### src/rtl/gwb_pkg.sv
package gwb_pkg;
  typedef enum logic [1:0] {
    TGT_NONE = 2'd0,
    TGT_MEM  = 2'd1,
    TGT_GRP  = 2'd2
  } tgt_e;
endpackage

### src/rtl/gwb_decode.sv
module gwb_decode
  import gwb_pkg::*;
#(
  parameter int HOST_AW    = 16,
  parameter int WIN_AW     = 14,
  parameter int GRP_W      = 4,
  parameter int PROT_WORDS = 768,
  parameter logic [HOST_AW-1:0] GRP_ADDR = 16'hE834,
  parameter logic [HOST_AW-WIN_AW-1:0] WIN_TAG = 2'b10,
  localparam int WORD_AW = WIN_AW - 2,
  localparam int MEM_AW  = GRP_W + WORD_AW
) (
  input  logic [HOST_AW-1:0] addr_i,
  input  logic               size_i,
  input  logic [GRP_W-1:0]   grp_i,
  output tgt_e               tgt_o,
  output logic [MEM_AW-1:0]  word_idx_o,
  output logic [1:0]         off_o,
  output logic               half_o,
  output logic               prot_o
);
  logic win_hit, grp_hit;

  assign win_hit    = addr_i[HOST_AW-1:WIN_AW] == WIN_TAG;
  assign grp_hit    = addr_i[HOST_AW-1:1] == GRP_ADDR[HOST_AW-1:1];
  assign word_idx_o = {grp_i, addr_i[WIN_AW-1:2]};
  assign off_o      = addr_i[1:0];
  // odd halfword degrades to byte
  assign half_o     = size_i & ~addr_i[0];
  assign prot_o     = (grp_i == '0) && (32'(addr_i[WIN_AW-1:2]) < PROT_WORDS);

  always_comb begin
    if (win_hit)      tgt_o = TGT_MEM;
    else if (grp_hit) tgt_o = TGT_GRP;
    else              tgt_o = TGT_NONE;
  end
endmodule

### src/rtl/gwb_group_reg.sv
module gwb_group_reg #(
  parameter int GRP_W = 4
) (
  input  logic             clk_i,
  input  logic             rst_ni,
  input  logic             wr_i,
  input  logic [GRP_W-1:0] wdata_i,
  input  logic             inc_i,
  output logic [GRP_W-1:0] grp_o
);
  logic [GRP_W-1:0] grp_q;

  always_ff @(posedge clk_i or negedge rst_ni) begin
    if (!rst_ni)    grp_q <= '0;
    else if (wr_i)  grp_q <= wdata_i;
    else if (inc_i) grp_q <= grp_q + 1'b1;
  end

  assign grp_o = grp_q;


  grp_load_chk: assert property (@(posedge clk_i) disable iff (!rst_ni)
    wr_i |=> grp_o == $past(wdata_i));


  grp_inc_chk: assert property (@(posedge clk_i) disable iff (!rst_ni)
    (inc_i && !wr_i) |=> grp_o == GRP_W'($past(grp_o) + 1'b1));


  grp_hold_chk: assert property (@(posedge clk_i) disable iff (!rst_ni)
    (!inc_i && !wr_i) |=> $stable(grp_o));
endmodule

### src/rtl/gwb_lane.sv
module gwb_lane #(
  parameter int LANES  = 4,
  parameter int BYTE_W = 8,
  localparam int OFF_W = $clog2(LANES),
  localparam int WORD_W = LANES * BYTE_W,
  localparam int HALF_W = 2 * BYTE_W
) (
  input  logic [OFF_W-1:0]  off_i,
  input  logic              half_i,
  input  logic [HALF_W-1:0] wdata_i,
  output logic [LANES-1:0]  be_o,
  output logic [WORD_W-1:0] wdata_o,
  input  logic [OFF_W-1:0]  roff_i,
  input  logic              rhalf_i,
  input  logic [WORD_W-1:0] rword_i,
  output logic [HALF_W-1:0] rdata_o
);
  logic [BYTE_W-1:0] rbyte [LANES];

  for (genvar l = 0; l < LANES; l++) begin : g_lane
    localparam logic [OFF_W-1:0]   LIDX = OFF_W'(l);
    localparam logic [OFF_W-2:0]   HIDX = (OFF_W-1)'(l / 2);
    assign be_o[l] = half_i ? (off_i[OFF_W-1:1] == HIDX) : (off_i == LIDX);
    assign wdata_o[l*BYTE_W +: BYTE_W] =
      half_i ? wdata_i[(l%2)*BYTE_W +: BYTE_W] : wdata_i[BYTE_W-1:0];
    assign rbyte[l] = rword_i[l*BYTE_W +: BYTE_W];
  end

  logic [OFF_W-1:0] lo_idx, hi_idx;
  assign lo_idx = {roff_i[OFF_W-1:1], 1'b0};
  assign hi_idx = {roff_i[OFF_W-1:1], 1'b1};

  always_comb begin
    if (rhalf_i) rdata_o = {rbyte[hi_idx], rbyte[lo_idx]};
    else         rdata_o = {{BYTE_W{1'b0}}, rbyte[roff_i]};
  end


  always_comb begin
    be_count_chk: assert ($countones(be_o) == (half_i ? 2 : 1));
  end
endmodule

### src/rtl/gwin_bridge.sv
module gwin_bridge
  import gwb_pkg::*;
#(
  parameter int HOST_AW    = 16,
  parameter int HOST_DW    = 16,
  parameter int MEM_DW     = 32,
  parameter int WIN_AW     = 14,
  parameter int GRP_W      = 4,
  parameter int PROT_WORDS = 768,
  parameter logic [HOST_AW-1:0] GRP_ADDR = 16'hE834,
  localparam int WORD_AW = WIN_AW - 2,
  localparam int MEM_AW  = GRP_W + WORD_AW,
  localparam int LANES   = MEM_DW / 8
) (
  input  logic               clk_i,
  input  logic               rst_ni,
  input  logic               req_i,
  input  logic               we_i,
  input  logic               size_i,
  input  logic [HOST_AW-1:0] addr_i,
  input  logic [HOST_DW-1:0] wdata_i,
  input  logic               grp_inc_i,
  output logic               ack_o,
  output logic [HOST_DW-1:0] rdata_o,
  output logic               mem_req_o,
  output logic               mem_we_o,
  output logic [MEM_AW-1:0]  mem_addr_o,
  output logic [LANES-1:0]   mem_be_o,
  output logic [MEM_DW-1:0]  mem_wdata_o,
  input  logic [MEM_DW-1:0]  mem_rdata_i
);
  localparam logic [HOST_AW-WIN_AW-1:0] WIN_TAG = 2'b10;

  tgt_e              tgt;
  logic [MEM_AW-1:0] word_idx;
  logic [1:0]        off;
  logic              half, prot;
  logic [GRP_W-1:0]  grp;
  logic              grp_wr;

  gwb_decode #(
    .HOST_AW(HOST_AW), .WIN_AW(WIN_AW), .GRP_W(GRP_W),
    .PROT_WORDS(PROT_WORDS), .GRP_ADDR(GRP_ADDR), .WIN_TAG(WIN_TAG)
  ) u_decode (
    .addr_i(addr_i), .size_i(size_i), .grp_i(grp),
    .tgt_o(tgt), .word_idx_o(word_idx), .off_o(off),
    .half_o(half), .prot_o(prot)
  );

  assign grp_wr = req_i && we_i && (tgt == TGT_GRP) && !addr_i[0];

  gwb_group_reg #(.GRP_W(GRP_W)) u_grp (
    .clk_i(clk_i), .rst_ni(rst_ni), .wr_i(grp_wr),
    .wdata_i(wdata_i[GRP_W-1:0]), .inc_i(grp_inc_i), .grp_o(grp)
  );

  tgt_e             rsel_q;
  logic [1:0]       roff_q;
  logic             rhalf_q;
  logic [GRP_W-1:0] rgrp_q;
  logic             ack_q;
  logic [HOST_DW-1:0] lane_rdata;

  gwb_lane #(.LANES(LANES), .BYTE_W(8)) u_lane (
    .off_i(off), .half_i(half), .wdata_i(wdata_i),
    .be_o(mem_be_o), .wdata_o(mem_wdata_o),
    .roff_i(roff_q), .rhalf_i(rhalf_q), .rword_i(mem_rdata_i),
    .rdata_o(lane_rdata)
  );

  // protected writes never leave the block
  assign mem_req_o  = req_i && (tgt == TGT_MEM) && !(we_i && prot);
  assign mem_we_o   = mem_req_o && we_i;
  assign mem_addr_o = word_idx;

  always_ff @(posedge clk_i or negedge rst_ni) begin
    if (!rst_ni) begin
      ack_q   <= 1'b0;
      rsel_q  <= TGT_NONE;
      roff_q  <= '0;
      rhalf_q <= 1'b0;
      rgrp_q  <= '0;
    end else begin
      ack_q   <= req_i;
      rsel_q  <= (req_i && !we_i) ? tgt : TGT_NONE;
      roff_q  <= off;
      rhalf_q <= half;
      rgrp_q  <= addr_i[0] ? '0 : grp;
    end
  end

  assign ack_o = ack_q;

  always_comb begin
    unique case (rsel_q)
      TGT_MEM: rdata_o = lane_rdata;
      TGT_GRP: rdata_o = {{(HOST_DW-GRP_W){1'b0}}, rgrp_q};
      default: rdata_o = '0;
    endcase
  end


  ack_follow_chk: assert property (@(posedge clk_i) disable iff (!rst_ni)
    req_i |=> ack_o);


  ack_idle_chk: assert property (@(posedge clk_i) disable iff (!rst_ni)
    !req_i |=> !ack_o);


  mem_req_window_chk: assert property (@(posedge clk_i) disable iff (!rst_ni)
    mem_req_o |-> (req_i && addr_i[HOST_AW-1:WIN_AW] == WIN_TAG));


  prot_write_chk: assert property (@(posedge clk_i) disable iff (!rst_ni)
    (mem_req_o && mem_we_o) |->
      (mem_addr_o[MEM_AW-1:WORD_AW] != '0 ||
       32'(mem_addr_o[WORD_AW-1:0]) >= PROT_WORDS));


  rdata_quiet_chk: assert property (@(posedge clk_i) disable iff (!rst_ni)
    !ack_o |-> rdata_o == '0);
endmodule

### config.mk
export PLATFORM = sky130hd
export DESIGN_NAME = gwin_bridge
export DESIGN_NICKNAME = d
export VERILOG_FILES = /design/src/rtl/gwb_pkg.sv /design/src/rtl/gwb_decode.sv /design/src/rtl/gwb_group_reg.sv /design/src/rtl/gwb_lane.sv /design/src/rtl/gwin_bridge.sv
export SDC_FILE = /design/constraint.sdc
export NUM_CORES = 1
export LEC_CHECK = 0
export ABC_CLOCK_PERIOD_IN_PS = 1720
export BUFFER_PORTS_ARGS = -buffer_cell sky130_fd_sc_hd__buf_4
export CAP_MARGIN = 20
export CORE_MARGIN = 2
export CORE_UTILIZATION = 35
export DETAILED_ROUTE_END_ITERATION = 16
export PLACE_DENSITY_LB_ADDON = 0.3
export SETUP_SLACK_MARGIN = 0.5
export SYNTH_ARGS = -nofsm -noshare
export SYNTH_HDL_FRONTEND = slang
export SYNTH_HIERARCHICAL = 1
export SYNTH_SLANG_ARGS = --single-unit
### constraint.sdc
create_clock -name clk_i -period 1.72 [get_ports clk_i]
set_clock_uncertainty 0.05 [all_clocks]
set_input_delay 0.172 -clock clk_i [delete_from_list [all_inputs] [get_ports clk_i]]
set_output_delay 0.172 -clock clk_i [all_outputs]
set_load 0.01 [all_outputs]
==> summary.md <==
| Metric | Value |
|---|---|
| Status | finished with violations |
| Violated checks | setup timing |
| Synth top area share | 0.218 |
| FFs w/ async S/R, synth | 1.00 |
| Fin cells | 332 |
| Leak pwr | 1.43 nW |
| Layout cells sized above 1 | 0.750 |
| Routability cong. | 0.839 |
| Vias in the first global route | 1,582 |
| Top sig layer | met4 |
| Root buffer cell | clkbuf_8 |
| H-tree levels | 1 |
| Area contributors post-synth | dfrtp_1, buf_4, mux4_1, mux2_2, nor2b_1 |
| Largest net degree at the start of global routing | 17 |
| VDD IR max | 425 uV |
| Most frequent cells after synthesis | buf_4, nor2b_1, dfrtp_1 |
| Placed Cells | 319 |
| Sequential Area | 350 um^2 |
| Placeable Area | 0.00438 mm^2 |
| Gate Count Post-Synth | 159 |
| Antenna Nets Post-Route | 0 |
| Gr ovfl total | 0 |
| Filler cells | 352 |
| DP Area | 0.00254 mm^2 |
| DRT iter0 DRCs | 76 |
| Multi-input gate area | 990 um^2 |
| Tmin final | 1.99 ns |
| Final worst-path cycle share | 1.16 |
| DRC | 0 |
| Worst relative slew slack | 0.784 |
| Power Internal | 1.16 mW |
| RSZ-0062 raised after global routing | yes |
| Post-synthesis net count | 232 |
| Worst Hold Class | in2reg |
| Synth Flop Type | dfrtp_1 |
| DR vias | 1,563 |
| CTS tree | yes |
| CTS Buf Count | 3 |
| WL final | 4860 um |
| Met1 wire length | 1630 um |
| Fmax | 0.503 GHz |
| Yosys top cell by area | dfrtp_1 |
| Combinational power share | 0.534 |
| Wire length on met3 | 390 um |
| WHS | 0.0241 ns |
| Die width | 71.8 um |
| DR WL met2 | 2810 um |
| Avg Cell Area, Syn | 10.1 um^2 |
| Vias per cell | 4.71 |
| Nets | 354 |
| CP arrival | 1.77 ns |
| Clk pin slew, worst setup/hold paths | 0.06 ns |
| Synth unique cells | 32 |
| Clock sinks | 14 |
| First-pass GRT wire length | 7660 um |
| Synth Register Bits | 14 |
| Initial core utilization | 0.366 |
| Net Sw Power | 535 uW |
| DR pass1 iterations | 4 |
| Finished Cell Area | 0.00290 mm^2 |
| Clock power share | 0.182 |
| Hpwl dp | 3850 um |
| Synthesized area | 0.00161 mm^2 |
| Post-synth EDFFs | 0 |
| Max Slew Vio Count | 0 |
| Worst-path fanout max | 2 |
| Critical Path Sink Type | output pin |
| Ports | 141 |
| Endpoints failing setup | 12 |
| Die height | 71.8 um |
| Cell row count | 24 |
| Max_cap viols | 0 |
| Worst slew pin tran | 0.324 ns |
| Die Footprint | 0.00515 mm^2 |
| Cell with the most instances after synthesis | buf_4 |
| Setup CP Type | reg2out |
| Worst setup margin | -0.268 ns |
| Overall Global Routing Usage | 0.190 |
| IO buf count | 140 |
| Switching part of the total | 0.316 |
| Register area share after synthesis | 0.218 |
| CP required | 1.50 ns |
| Syn. warnings | 6 |
| Clk buf depth | 2 |
| WL/cell | 14.6 um |
| Clock latency on the worst-skew pair | 0.24 ns |
| ANT cells | 0 |
| Final Hold Fails | 0 |
| Power Dens Cells | 585 mW/mm^2 |
| Area Overhead vs Synth | 80.3% |
| Reg power frac | 0.284 |
| Initial antenna violation count | 0 |
| Startpoint Class | flop |
==> per-stage QoR <==
stage	utilization	power, mW	setup slack (ns)	TNS, ns
finish	0.661	1.69	-0.268	-1.33
global route	0.661	1.80	-0.317	-2.42
CTS	0.655	1.70	-0.273	-1.44
detailed placement	0.580	1.32	-0.350	-1.28
global placement	0.580	1.30	-0.319	-1.10
floorplan	-	0.978	-0.346	-0.852
==> kinds of logic (layout without fill, tap and decap cells) <==
kind of cell    after synthesis  after routing  share of synthesized area
simple gates                 51             51                      0.203
mux                          26             26                      0.245
buf+inv                      51            172                      0.241
compound gates               11             11                     0.0530
flops                        14             14                      0.218
xor+xnor                      3              3                     0.0164
fa+ha+maj                     3              3                     0.0234
==> flip-flops by register name, indices dropped and copies added (netlist names) <==
name,flops
ack_o,1
u_grp/grp_o,4
rgrp_q,4
rsel_q,2
rhalf_q,1
roff_q,2
==> layout by cell type, fill, tap and decap left out, types with 3 or more instances in the layout <==
cell / synthesis / final
a22oi_2: 0 / 4
and2_1: 12 / 7
and2_4: 0 / 5
buf_12: 1 / 3
buf_4: 43 / 123
buf_6: 2 / 37
clkbuf_8: 0 / 4
dfrtp_1: 14 / 14
ha_1: 3 / 3
inv_1: 3 / 3
mux2_4: 0 / 9
mux2i_1: 9 / 9
mux4_2: 2 / 8
nand2_1: 6 / 3
nand2_2: 0 / 3
nor2_1: 8 / 7
nor2b_1: 15 / 14
==> final cells by class <==
type,count,share of cell area
clock buffers,4,0.0190
inverters,3,0.00389
multi-input cells,94,0.342
flip-flops and latches,14,0.121
well taps,52,0.0225
repair buffers,165,0.492
==> worst paths after layout <==
kind	startpoint	endpoint	slack, ns	cells after the start
max	u_grp/grp_o[3]	mem_req_o	-0.27	4
min	req_i	ack_o	0.02	1
max reg2reg	u_grp/grp_o[1]	u_grp/grp_o[3]	0.49	3
min reg2reg	u_grp/grp_o[3]	rgrp_q[3]	0.59	2
max in group asynchronous	rst_ni	rgrp_q[1]	1.19	2
min in group asynchronous	rst_ni	u_grp/grp_o[0]	0.26	2
==> power groups by stage <==
stage	Clock [mW]	Combinational [mW]	Sequential (mW)
2_1_floorplan	0	0.487	0.491
3_3_place_gp	0	0.823	0.476
3_5_place_dp	0	0.834	0.481
4_1_cts	0.318	0.904	0.479
5_1_grt	0.336	0.978	0.490
6_report	0.308	0.905	0.481
==> per-layer routing <==
metal,global-route usage,vias up
met5,0,-
met4,0.0398,0
met3,0.0478,2
met2,0.356,76
met1,0.218,737
li1,-,748
==> worst max-delay path, stage by stage, from the launching register on <==
cell,delay (ns)
dfrtp_1,0.37
or4_4,0.53
a2111oi_4,0.35
a211oi_2,0.11
buf_4,0.16
==> timing repair <==
| action | 4_1_cts | 5_1_grt |
|---|---|---|
| hold buffers | 1 | 0 |
| setup endpoints to repair | 42 | 40 |
| resized for setup | 54 | 8 |
| cloned | 1 | 0 |
| setup buffers | 7 | 0 |
| pin swaps | 6 | 1 |
| hold endpoints to repair | 14 | 0 |
No activity file was read; power rests on OpenSTA's default activity.
